===== config.mk =====
export PLATFORM = sky130hd
export DESIGN_NAME = adc_scan_seq
export DESIGN_NICKNAME = d
export VERILOG_FILES = /design/src/rtl/adc_seq_pkg.sv /design/src/rtl/adc_seq_lowbit.sv /design/src/rtl/adc_seq_ctrl.sv /design/src/rtl/adc_seq_outmux.sv /design/src/rtl/adc_scan_seq.sv
export SDC_FILE = /design/constraint.sdc
export NUM_CORES = 1
export LEC_CHECK = 0
export ABC_AREA = 1
export ABC_CLOCK_PERIOD_IN_PS = 2500
export BUFFER_PORTS_ARGS = -buffer_cell sky130_fd_sc_hd__buf_2
export CORE_ASPECT_RATIO = 0.5
export CORE_MARGIN = 3
export CORE_UTILIZATION = 40
export DETAILED_ROUTE_END_ITERATION = 16
export GPL_TIMING_DRIVEN = 0
export PLACE_DENSITY = 0.69
export SYNTH_ARGS = -nofsm -noshare
export SYNTH_HDL_FRONTEND = slang
export SYNTH_SLANG_ARGS = --single-unit

===== constraint.sdc =====
create_clock -name clk -period 2.5 [get_ports clk]
set_clock_uncertainty 0.2 [all_clocks]
set_input_delay 0.5 -clock clk [delete_from_list [all_inputs] [get_ports clk]]
set_output_delay 0.5 -clock clk [all_outputs]
set_load 0.03 [all_outputs]

===== src/rtl/adc_seq_pkg.sv =====
package adc_seq_pkg;
    localparam int SEQ_CH = 32;
    localparam int SEQ_IW = $clog2(SEQ_CH);

    typedef enum logic [1:0] {
        MODE_FIXED    = 2'd0,
        MODE_ALT      = 2'd1,
        MODE_SCAN     = 2'd2,
        MODE_SCAN_ALT = 2'd3
    } seq_mode_e;

    typedef struct packed {
        logic              on_b;
        logic [SEQ_IW-1:0] idx;
    } seq_state_t;

    function automatic logic is_scan(input seq_mode_e m);
        return (m == MODE_SCAN) || (m == MODE_SCAN_ALT);
    endfunction

    function automatic logic is_alt(input seq_mode_e m);
        return (m == MODE_ALT) || (m == MODE_SCAN_ALT);
    endfunction
endpackage


===== src/rtl/adc_seq_lowbit.sv =====
module adc_seq_lowbit #(
    parameter int W  = 32,
    parameter int IW = $clog2(W)
) (
    input  logic [W-1:0]  vec_i,
    output logic          found_o,
    output logic [IW-1:0] idx_o
);
    always_comb begin
        found_o = |vec_i;
        idx_o   = '0;
        for (int i = W - 1; i >= 0; i--) begin
            if (vec_i[i]) idx_o = IW'(i);
        end
    end
endmodule


===== src/rtl/adc_seq_ctrl.sv =====
module adc_seq_ctrl
    import adc_seq_pkg::*;
(
    input  logic              clk,
    input  logic              rst,
    input  seq_mode_e         mode,
    input  logic              map_nz,
    input  logic [SEQ_IW-1:0] low_idx,
    input  logic              nxt_found,
    input  logic [SEQ_IW-1:0] nxt_idx,
    input  logic              start,
    input  logic              done,
    output seq_state_t        st,
    output logic              sweep_end
);
    seq_state_t st_n;
    logic       sw_n;
    logic [SEQ_IW-1:0] first_idx;

    assign first_idx = map_nz ? low_idx : '0;

    always_comb begin
        st_n = st;
        sw_n = 1'b0;
        if (start) begin
            st_n.on_b = 1'b0;
            st_n.idx  = first_idx;
        end else if (done) begin
            unique case (mode)
                MODE_FIXED: sw_n = 1'b1;
                MODE_ALT: begin
                    st_n.on_b = ~st.on_b;
                    sw_n      = 1'b1;
                end
                MODE_SCAN: begin
                    st_n.on_b = 1'b0;
                    if (map_nz) begin
                        if (nxt_found) begin
                            st_n.idx = nxt_idx;
                        end else begin
                            st_n.idx = low_idx;
                            sw_n     = 1'b1;
                        end
                    end
                end
                MODE_SCAN_ALT: begin
                    if (st.on_b) begin
                        st_n.on_b = 1'b0;
                        st_n.idx  = first_idx;
                        sw_n      = 1'b1;
                    end else if (map_nz) begin
                        if (nxt_found) begin
                            st_n.idx = nxt_idx;
                        end else begin
                            st_n.on_b = 1'b1;
                            sw_n      = 1'b1;
                        end
                    end
                end
                default: ;
            endcase
        end
    end

    always_ff @(posedge clk) begin
        if (rst) begin
            st        <= '0;
            sweep_end <= 1'b0;
        end else begin
            st        <= st_n;
            sweep_end <= sw_n;
        end
    end
endmodule


===== src/rtl/adc_seq_outmux.sv =====
module adc_seq_outmux
    import adc_seq_pkg::*;
#(
    parameter int NEG_W = 2
) (
    input  seq_mode_e         mode,
    input  seq_state_t        st,
    input  logic              map_nz,
    input  logic [SEQ_IW-1:0] a_pos,
    input  logic [NEG_W-1:0]  a_neg,
    input  logic [SEQ_IW-1:0] b_pos,
    input  logic [NEG_W-1:0]  b_neg,
    output logic [SEQ_IW-1:0] pos_sel,
    output logic [NEG_W-1:0]  neg_sel,
    output logic              sel_b,
    output logic              cfg_err
);
    always_comb begin
        sel_b   = is_alt(mode) && st.on_b;
        cfg_err = is_scan(mode) && !map_nz;
        if (sel_b) begin
            pos_sel = b_pos;
            neg_sel = b_neg;
        end else if (is_scan(mode)) begin
            pos_sel = map_nz ? st.idx : '0;
            neg_sel = a_neg;
        end else begin
            pos_sel = a_pos;
            neg_sel = a_neg;
        end
    end
endmodule


===== src/rtl/adc_scan_seq.sv =====
module adc_scan_seq
    import adc_seq_pkg::*;
#(
    parameter int NEG_W = 2
) (
    input  logic                clk,
    input  logic                rst,
    input  logic [1:0]          mode_i,
    input  logic [SEQ_CH-1:0]   scan_map_i,
    input  logic [SEQ_IW-1:0]   a_pos_i,
    input  logic [NEG_W-1:0]    a_neg_i,
    input  logic [SEQ_IW-1:0]   b_pos_i,
    input  logic [NEG_W-1:0]    b_neg_i,
    input  logic                start_i,
    input  logic                conv_done_i,
    output logic [SEQ_IW-1:0]   pos_sel_o,
    output logic [NEG_W-1:0]    neg_sel_o,
    output logic                sel_b_o,
    output logic                sweep_end_o,
    output logic                cfg_err_o
);
    seq_mode_e         mode;
    seq_state_t        st;
    logic [SEQ_CH-1:0] above;
    logic              low_found, nxt_found;
    logic [SEQ_IW-1:0] low_idx, nxt_idx;

    assign mode = seq_mode_e'(mode_i);

    // Bits strictly above the current scan position
    for (genvar g = 0; g < SEQ_CH; g++) begin : g_above
        assign above[g] = scan_map_i[g] && (SEQ_IW'(g) > st.idx);
    end

    adc_seq_lowbit #(.W(SEQ_CH)) u_low (
        .vec_i(scan_map_i), .found_o(low_found), .idx_o(low_idx)
    );

    adc_seq_lowbit #(.W(SEQ_CH)) u_next (
        .vec_i(above), .found_o(nxt_found), .idx_o(nxt_idx)
    );

    adc_seq_ctrl u_ctrl (
        .clk(clk), .rst(rst), .mode(mode), .map_nz(low_found),
        .low_idx(low_idx), .nxt_found(nxt_found), .nxt_idx(nxt_idx),
        .start(start_i), .done(conv_done_i), .st(st), .sweep_end(sweep_end_o)
    );

    adc_seq_outmux #(.NEG_W(NEG_W)) u_mux (
        .mode(mode), .st(st), .map_nz(low_found),
        .a_pos(a_pos_i), .a_neg(a_neg_i), .b_pos(b_pos_i), .b_neg(b_neg_i),
        .pos_sel(pos_sel_o), .neg_sel(neg_sel_o), .sel_b(sel_b_o),
        .cfg_err(cfg_err_o)
    );
endmodule


Yosys cells after proc, flatten, opt, wreduce, memory -nomap -nowiden
Cells that the tools add are included.
- reductions and logical operators: 48
- bitwise gates (word level): 2
- mux-type cells: 82
- magnitude comparators: 32
- equality and inequality tests: 6
- operator list (operator ; number):
    5-bit two-way mux ; 73
    5-bit greater-than comparator (first input constant) ; 16
    32-bit OR reduction ; 2
    4-bit by 5-bit greater-than comparator with 1-bit output (first input constant) ; 8
    1-bit logical AND ; 34
    3-bit by 5-bit greater-than comparator with 1-bit output (first input constant) ; 4
    6-bit two-way mux ; 2
    1-bit by 5-bit greater-than comparator with 1-bit output (first input constant) ; 2
    2-bit by 5-bit greater-than comparator with 1-bit output (first input constant) ; 2
    5-bit case mux with 2 select lines ; 1
    1-bit case mux with 3 select lines ; 2
    3-bit nonzero test ; 2
    5-bit AND reduction ; 1
    2-bit equality test (second input constant) ; 2
    4-bit by 2-bit != test with 1-bit output (second input constant) ; 1
    4-bit by 3-bit != test with 1-bit output (second input constant) ; 1
    2-bit OR reduction ; 2
    1-bit two-way mux ; 3
    3-bit by 2-bit != test with 1-bit output (second input constant) ; 1
    3-bit OR reduction ; 1
    2-bit by 1-bit equality test with 1-bit output (second input constant) ; 1
    2-bit zero test ; 1
    1-bit logical OR ; 2
    2-bit two-way mux ; 1
    4 further kinds ; 5
- output and inout port bits: 10
- bits in registers: 7

Logic depth before layout (Yosys ltp)
Gate-level depths: netlist of run 1.
- depth in word-level cells: 40
- depth in mapped cells: 38
- mapped depth without buffers: 37

Hierarchy
A second synthesis of run 1 with hierarchy kept.
- cells, all modules: 452
- area, all modules: 2124.5 um^2
- by module, submodules not included (module ; seq. area each (um^2) ; cells an instance ; area an instance (um^2) ; instances):
    adc_seq_lowbit ; 0.0 ; 107 ; 470.5 ; 2
    adc_seq_ctrl ; 140.1 ; 106 ; 596.8 ; 1
    adc_scan_seq ; 0.0 ; 92 ; 422.9 ; 1
    adc_seq_outmux ; 0.0 ; 40 ; 163.9 ; 1

Worst setup path before layout of run 1
No wires, ideal clock.
- kind: input -> output
- start: in scan_map_i[25]
- end: out cfg_err_o
- cell stages on the path: 7
- data required time: 1.800 ns
- buffers on the path: 0
- slack: -0.130 ns
- arrival: 1.930 ns
- cells stage by stage: nor4_1 > inv_1 > nor2_1 > nand2_1 > nor3_1 > clkinv_1 > nor2_1
- longest elaborated chain between the ends: 3
- ends and longest elaborated chain (element ; line ; text):
    start, declared ; adc_scan_seq.sv:9 ; input logic [SEQ_CH-1:0] scan_map_i,
    32-bit OR reduction ; adc_seq_lowbit.sv:10 ; found_o = |vec_i;
    1-bit zero test ; adc_seq_outmux.sv:20 ; cfg_err = is_scan(mode) && !map_nz;
    1-bit logical AND ; adc_seq_outmux.sv:20 ;
    end, declared ; adc_scan_seq.sv:20 ; output logic cfg_err_o
No other way between the ends.

Final worst setup path of run 1
- start: reg, netlist name u_ctrl.st[1]
- end: reg, netlist name u_ctrl.st[0]
- longest elaborated chain between the ends: 40
- elaborated cells on any way between the ends: 107
- those cells by class: order compare (32); eq/ne (1); mux (40); reduce/logical (34)
- ends and longest elaborated chain (element ; line ; text):
    5-bit greater-than comparator ; adc_scan_seq.sv:32 ; assign above[g] = scan_map_i[g] && (SEQ_IW'(g) > st.idx);
    1-bit logical AND ; adc_scan_seq.sv:32 ;
    5-bit two-way mux (32 in series) ; adc_seq_lowbit.sv:13 ; if (vec_i[i]) idx_o = IW'(i);
    5-bit two-way mux ; adc_seq_ctrl.sv:52 ; if (nxt_found) begin
    6-bit two-way mux ; adc_seq_ctrl.sv:51 ; end else if (map_nz) begin
    6-bit two-way mux ; adc_seq_ctrl.sv:47 ; if (st.on_b) begin
    5-bit case mux with 2 select lines ; adc_seq_ctrl.sv:29 ; unique case (mode)
    5-bit two-way mux ; adc_seq_ctrl.sv:28 ; end else if (done) begin
    5-bit two-way mux ; adc_seq_ctrl.sv:25 ; if (start) begin
Several ways; a longest one is shown, not always the timed one. The select of a mux whose other input is x is not followed.
A chain may end at the register's enable or synchronous reset.

==> results of run 1 <==
-- cells in the mapped netlist (2+ instances only) --
master	n
sky130_fd_sc_hd__nor2_1	62
sky130_fd_sc_hd__a21oi_1	26
sky130_fd_sc_hd__nand2_1	112
sky130_fd_sc_hd__o21ai_0	21
sky130_fd_sc_hd__o21bai_1	2
sky130_fd_sc_hd__dfxtp_1	7
sky130_fd_sc_hd__nor3_1	10
sky130_fd_sc_hd__nand4_1	2
sky130_fd_sc_hd__buf_2	2
sky130_fd_sc_hd__o21ai_2	2
sky130_fd_sc_hd__a31oi_1	6
sky130_fd_sc_hd__o211ai_1	3
sky130_fd_sc_hd__clkinv_1	3
sky130_fd_sc_hd__inv_1	72
sky130_fd_sc_hd__clkbuf_1	2
sky130_fd_sc_hd__nor4_1	2
sky130_fd_sc_hd__nand3_1	18
sky130_fd_sc_hd__nand2_2	3
sky130_fd_sc_hd__a211oi_1	2
-- worst max-delay path: cells and delay by family, from the launching register on --
kind	cells	cell delay, ps
DFF	1	320
buffers and inverters	1	130
AOI/OAI and AO/OA	1	50
and+or+nand+nor	36	1910
-- power by group --
group	internal, mW	switching, mW	leakage [nW]	total, mW
sequential	0.119	0.0112	0.0605	0.130
clock	0.111	0.0549	0.0228	0.166
combinational	0.157	0.240	1.34	0.398
total	0.387	0.306	1.42	0.693
-- repair_timing --
action,CTS,global route
endpoints found under the hold margin,0,0
buffers inserted,14,10
gates cloned,1,0
pin swaps,12,13
endpoints found under the setup margin,11,13
resized for setup,48,29
-- layout make-up --
class                      instances  area [um2]  area share
inverter                          77         299       0.117
sequential                         7         156      0.0612
multi-input combinational        282        1450       0.568
tap                               54        67.6      0.0264
timing repair buffer              84         492       0.192
timing repair inverter             1        5.00     0.00196
clock buffer                       4        45.0      0.0176
buffer                             4        41.3      0.0161
-- flip-flops by register name, indices dropped and copies added (netlist names) --
name,flops
u_ctrl.st,6
u_ctrl.sweep_end,1
-- routing by layer --
layer,part of all wire,up-vias,GRT usage
met5,0,-,0
met4,0.0093,0,0.0567
met3,0.092,9,0.0491
met2,0.43,110,0.381
met1,0.47,1089,0.317
li1,-,1354,-
-- logic make-up (layout without fill, tap and decap cells) --
| family | count (synthesis) | after routing | share of synthesized area |
|---|---|---|---|
| AND/OR/NAND/NOR | 211 | 211 | 0.496 |
| buffers and inverters | 81 | 170 | 0.180 |
| AO/OA/AOI/OAI | 71 | 71 | 0.242 |
| flip-flops | 7 | 7 | 0.0817 |
-- through the flow --
step           worst slack (ps)  hold slack [ps]  total power [mW]
2_1_floorplan             -6.76              330             0.347
3_3_place_gp               -576              369             0.450
3_5_place_dp               -596              361             0.451
4_1_cts                    -225              252             0.655
5_1_grt                    -561              266             0.751
6_report                   -268              252             0.693
-- how the worst max path moves through the flow --
stage	cells after the start	slack (ps)	to	from
floorplan	7	-7	cfg_err_o	scan_map_i[25]
global placement	12	-580	u_ctrl.st[1]$_SDFFE_PP0P_	scan_map_i[25]
detailed placement	13	-600	u_ctrl.st[0]$_SDFFE_PP0P_	scan_map_i[25]
CTS	37	-230	u_ctrl.st[0]$_SDFFE_PP0P_	u_ctrl.st[1]$_SDFFE_PP0P_
global route	37	-560	u_ctrl.st[0]$_SDFFE_PP0P_	u_ctrl.st[0]$_SDFFE_PP0P_
finish	38	-270	u_ctrl.st[0]$_SDFFE_PP0P_	u_ctrl.st[1]$_SDFFE_PP0P_
==> out/metrics.yaml, run 1 <==
place:
  placement_stage_cell_area_um2: 2100
  port_buffers: 60
  detailed_place_hpwl_mm: 4.41
  dp_cells: 484
  gp_routability_congestion: 0.921
timing:
  rsz0062_at_grt: "yes"
  setup_viol: 10
  final-max-slew-violation-count: 0
  tightest_slew_ps: 369
  period_needed_ps: 2770
  max_clk_rate_mhz: 361
  timing.final.ws_setup_ps: -268
  setup-tns-final_ps: -1930
  final_min_period_over_clock_period: 1.11
  hold_viol: 0
  relSlewSlack: 0.751
run_status:
  status: "finished, violations left"
  failed_checks: "setup timing"
final_layout:
  area_delta_synth_final_pct: 49.2
  fin_area_um2: 2560
  fin_cells: 513
  n_antenna_cell: 0
  fillers: 408
  postLayoutCoreUtil: 0.639
  layout_common_cells: "sky130_fd_sc_hd__nand2_1, sky130_fd_sc_hd__inv_1, sky130_fd_sc_hd__buf_2, sky130_fd_sc_hd__nor2_1, sky130_fd_sc_hd__a21oi_1"
  layout.cells.most_common: "sky130_fd_sc_hd__nand2_1"
  final_net_count: 512
  share_of_post_route_cells_with_drive_strength_above_1: 0.314
clock_tree:
  total_cts_buffers: 3
  tritoncts: "yes"
  cts-root-buf: "sky130_fd_sc_hd__clkbuf_8"
  number_of_h_tree_levels: 1
  clk_path_buf_depth: 2
  clk_transition_reported_paths_ps: 40
  postCtsHoldBufs: 0
  clock-sinks: 7
  clock_insertion_delay_worst_skew_ps: 230
critical_path:
  r2r-start: "u_ctrl.st[1]$_SDFFE_PP0P_"
  timing.critical_path.slowest_cell_delay_ps: 320
  worst_r2r_endpoint: "u_ctrl.st[0]$_SDFFE_PP0P_"
  worst_path_most_repeated_cell: "sky130_fd_sc_hd__nand2_1"
  critical-path-slowest-cell: "sky130_fd_sc_hd__dfxtp_2"
  regToRegSetupSlack_ps: -270
  startpoint_type: "register"
  timing.setup.critical_path_class: "register to register"
  end_kind: "register"
  cp_max_fo: 6
  crit_arrival_ps: 2680
  reg2regPathDepth: 38
  cp_data_required_time_ps: 2420
routing:
  drc: 0
  final_antenna_net_count: 0
  avgRoutedWirePerCell_um: 12.0
  drt-vias-per-instance: 4.99
  num_vias: 2562
  drt_first_iter_violations: 118
  dr.pass1.iters: 4
  postRouteWirelength_mm: 6.16
worst_hold_path:
  whs_path_depth: 2
  timing.hold.worst_endpoint: "u_ctrl.st[2]$_SDFFE_PP0P_"
  min-delay-path-class: "input port to register"
  hold_path_startpoint: "rst"
job:
  drv.max_cap_violation_count: 0
logic_synthesis:
  synth-async-reset-ratio: 0
  netlist_instances: 370
  synth_area_per_cell_um2: 4.63
  yosysSeqAreaShare: 0.0818
  mappedNetlistNets: 422
  synthFlopType: "sky130_fd_sc_hd__dfxtp_1"
  netlist_top_cells_area: "sky130_fd_sc_hd__nand2_1, sky130_fd_sc_hd__inv_1, sky130_fd_sc_hd__nor2_1, sky130_fd_sc_hd__dfxtp_1, sky130_fd_sc_hd__a21oi_1"
  post-synth-top-area-fraction: 0.245
  yosysUniqueCellTypes: 32
  post-synth-top-area-cell: "sky130_fd_sc_hd__nand2_1"
  synth_enable_flop_cells: 0
  total_of_flip_flops_plus_latches_after_synthesis: 7
  post_synth_instance_area_um2: 1710
  yosys_warning_count: 0
floorplanning:
  die_area_um2: 5150
  floorplan.initialDensity: 0.428
  top_level_ports: 62
  std_cell_rows: 16
  floorplan.die.width_um: 98.6
  chipHeight_um: 52.3
  core_area_um2: 4000
power:
  p_leak_nw: 1.42
  cellPowerDensity_nw_per_um2: 271
  ir_worst_vdd_v: 0.000235
global_routing:
  first_global_vias: 2228
  total_grt_usage: 0.234
  initial_antenna_violation_count: 0
  wire_length_of_the_first_global_routing_pass_mm: 9.79
  grt_start_max_net_pins: 11
  globalRoute.totalOverflow: 0
No activity file was read; power rests on OpenSTA's default activity.
==> run 2, diff against run 1 <==
--- a/config.mk
+++ b/config.mk
@@ -7,13 +7,13 @@
 export LEC_CHECK = 0
 export ABC_AREA = 1
 export ABC_CLOCK_PERIOD_IN_PS = 2500
-export BUFFER_PORTS_ARGS = -buffer_cell sky130_fd_sc_hd__buf_2
+export BUFFER_PORTS_ARGS = -buffer_cell sky130_fd_sc_hd__clkbuf_2
 export CORE_ASPECT_RATIO = 0.5
 export CORE_MARGIN = 3
 export CORE_UTILIZATION = 40
 export DETAILED_ROUTE_END_ITERATION = 16
 export GPL_TIMING_DRIVEN = 0
-export PLACE_DENSITY = 0.69
+export PLACE_DENSITY_LB_ADDON = 0.3
 export SYNTH_ARGS = -nofsm -noshare
 export SYNTH_HDL_FRONTEND = slang
 export SYNTH_SLANG_ARGS = --single-unit
==> run 2 against run 1 <==
The flow still finishes with violations (setup timing); non-clock buffer count is 13 higher; register-to-register slack about the same; sequential power barely moved; total power is 6.7% higher; clock power about the same; critical endpoint is now u_ctrl.st[4]$_SDFFE_PP0P_; highest routed layer unchanged; global-route usage decreased by 0.16 points; sequential cell count unchanged; maximum frequency about the same; largest cell class unchanged; via count rose by 5.7%; count of clock-buffer cells in the layout fell by 1.
==> out/metrics.yaml, run 2 (synthesized netlist as in run 1, its figures left out) <==
timing:
  timing.final.ws_setup_ps: -268  # +0.0720 ps
  tightest_slew_ps: 504  # +135 ps
  period_needed_ps: 2770  # -0.0720 ps
  final_min_period_over_clock_period: 1.11  # about the same
  setup_viol: 10  # unchanged
  setup-tns-final_ps: -1390  # +539 ps
  final-max-slew-violation-count: 0  # unchanged
  hold_viol: 0  # unchanged
  relSlewSlack: 0.660  # -0.0918
  max_clk_rate_mhz: 361  # about the same
  rsz0062_at_grt: "yes"
routing:
  num_vias: 2709  # +5.7%
  dr.pass1.iters: 5  # +1
  drc: 0  # unchanged
  drt-vias-per-instance: 5.15  # +3.1%
  final_antenna_net_count: 0  # unchanged
  drt_first_iter_violations: 155  # +31%
  postRouteWirelength_mm: 6.65  # +8.0%
  avgRoutedWirePerCell_um: 12.6  # +5.3%
power:
  ir_worst_vdd_v: 0.000225  # -4.5%
  power_mw: 0.740  # +6.7%
  cellPowerDensity_nw_per_um2: 265  # -2.3%
  p_leak_nw: 1.51  # +6.0%
clock_tree:
  postCtsHoldBufs: 0  # unchanged
  clk_transition_reported_paths_ps: 40  # about the same
  tritoncts: "yes"
  total_cts_buffers: 3  # unchanged
  clock_insertion_delay_worst_skew_ps: 230  # about the same
  clock-sinks: 7  # unchanged
  cts-root-buf: "sky130_fd_sc_hd__clkbuf_8"
  clk_path_buf_depth: 2  # unchanged
  number_of_h_tree_levels: 1  # unchanged
final_layout:
  largest_regs: "u_ctrl.st x6, u_ctrl.sweep_end x1"
  layout_common_cells: "sky130_fd_sc_hd__nand2_1, sky130_fd_sc_hd__inv_1, sky130_fd_sc_hd__clkbuf_2, sky130_fd_sc_hd__nor2_1, sky130_fd_sc_hd__buf_4"
  share_of_post_route_cells_with_drive_strength_above_1: 0.377  # +0.0634
  area_delta_synth_final_pct: 63.0
  layout.cells.most_common: "sky130_fd_sc_hd__nand2_1"
  n_antenna_cell: 0  # unchanged
  final_net_count: 525  # +2.5%
  largest_register: "u_ctrl.st"
  postLayoutCoreUtil: 0.698  # +0.0591
  largest_register_ff_count: 6  # unchanged
run_status:
  status: "finished, violations left"
  failed_checks: "setup timing"
critical_path:
  crit_arrival_ps: 2670  # about the same
  end_kind: "register"
  startpoint_type: "register"
  timing.setup.critical_path_class: "register to register"
  cp_data_required_time_ps: 2400  # -20 ps
  cp_max_fo: 6  # unchanged
  reg2regPathDepth: 17  # -55%
global_routing:
  grt_start_max_net_pins: 11  # unchanged
  wire_length_of_the_first_global_routing_pass_mm: 9.83  # +0.35%
  total_grt_usage: 0.232  # -0.00160
  initial_antenna_violation_count: 0  # unchanged
  globalRoute.totalOverflow: 0  # unchanged
  first_global_vias: 2288  # +2.7%
place:
  detailed_place_hpwl_mm: 4.41  # +0.12%
  port_buffers: 60  # unchanged
  gp_routability_congestion: 0.903  # -1.9%
floorplanning:
  chipHeight_um: 52.3  # unchanged
  core_area_um2: 4000  # unchanged
  floorplan.initialDensity: 0.428  # unchanged
  std_cell_rows: 16  # unchanged
  top_level_ports: 62  # unchanged
  die_area_um2: 5150  # unchanged
  floorplan.die.width_um: 98.6  # unchanged
worst_hold_path:
  min-delay-path-class: "input port to register"
  whs_path_depth: 2  # unchanged
job:
  drv.max_cap_violation_count: 0  # unchanged
==> run 2: timing repair <==
action	4_1_cts	5_1_grt
endpoints found under the setup margin	12	12
buffers inserted	25	12
resized for setup	71	47
endpoints found under the hold margin	0	0
gates cloned	1	0
pin swaps	18	22
==> run 2: layout make-up <==
| class | instances | area (um2) |
|---|---|---|
| clock buffers | 3 | 41.3 |
| repair buffers | 97 | 637 |
| plain buffers | 4 | 41.3 |
| inverters | 77 | 304 |
| flip-flops and latches | 7 | 156 |
| multi-input cells | 282 | 1540 |
| fillers | 350 | 1210 |
| repair inverters | 1 | 6.26 |
| clock inverters | 1 | 5.00 |
| well taps | 54 | 67.6 |
==> run 2: worst max-delay path, cell delays in order (launching register included) <==
cell and delay [ps]:
sky130_fd_sc_hd__dfxtp_4 360, sky130_fd_sc_hd__buf_4 110, sky130_fd_sc_hd__buf_6 100, sky130_fd_sc_hd__clkinvlp_4 110, sky130_fd_sc_hd__buf_6 150, sky130_fd_sc_hd__buf_4 120, sky130_fd_sc_hd__o211ai_1 190, sky130_fd_sc_hd__nand3_1 160
sky130_fd_sc_hd__nor2_1 130, sky130_fd_sc_hd__inv_1 80, sky130_fd_sc_hd__nor2_2 160, sky130_fd_sc_hd__nand2_2 110, sky130_fd_sc_hd__inv_2 70, sky130_fd_sc_hd__nand4_1 90, sky130_fd_sc_hd__nand2_2 110, sky130_fd_sc_hd__inv_1 130
sky130_fd_sc_hd__o21ai_1 190, sky130_fd_sc_hd__a31oi_1 70
==> run 2: layer usage <==
layer / global-route usage / vias up / part of all wire
met2: 0.394 / 120 / 0.45
met5: 0 / - / 0
met4: 0.0544 / 0 / 0.016
met3: 0.0398 / 16 / 0.089
met1: 0.311 / 1200 / 0.44
li1: - / 1373 / -
==> run 2: path summary, 6_finish.rpt <==
path	startpoint	end	slack [ps]
hold reg to reg	u_ctrl.st[5]$_SDFFE_PP0P_	u_ctrl.st[5]$_SDFFE_PP0P_	370
setup reg to reg	u_ctrl.st[3]$_SDFFE_PP0P_	u_ctrl.st[4]$_SDFFE_PP0P_	-270
setup / recovery	u_ctrl.st[3]$_SDFFE_PP0P_	u_ctrl.st[4]$_SDFFE_PP0P_	-270
hold / removal	rst	u_ctrl.st[2]$_SDFFE_PP0P_	250
==> run 2: per-stage QoR <==
stage	cell area (um2)	worst slack [ps]	std cells	hold WS, ps
6_report	2790	-268	526	253
5_1_grt	2790	-655	526	257
4_1_cts	2580	-200	514	250
3_5_place_dp	2100	-544	484	364
3_3_place_gp	2100	-561	484	368
2_1_floorplan	1730	-6.76	370	330
==> run 2: power breakdown <==
part           internal, mW  switching (mW)
combinational         0.184           0.263
clock                 0.108          0.0556
sequential            0.118          0.0106
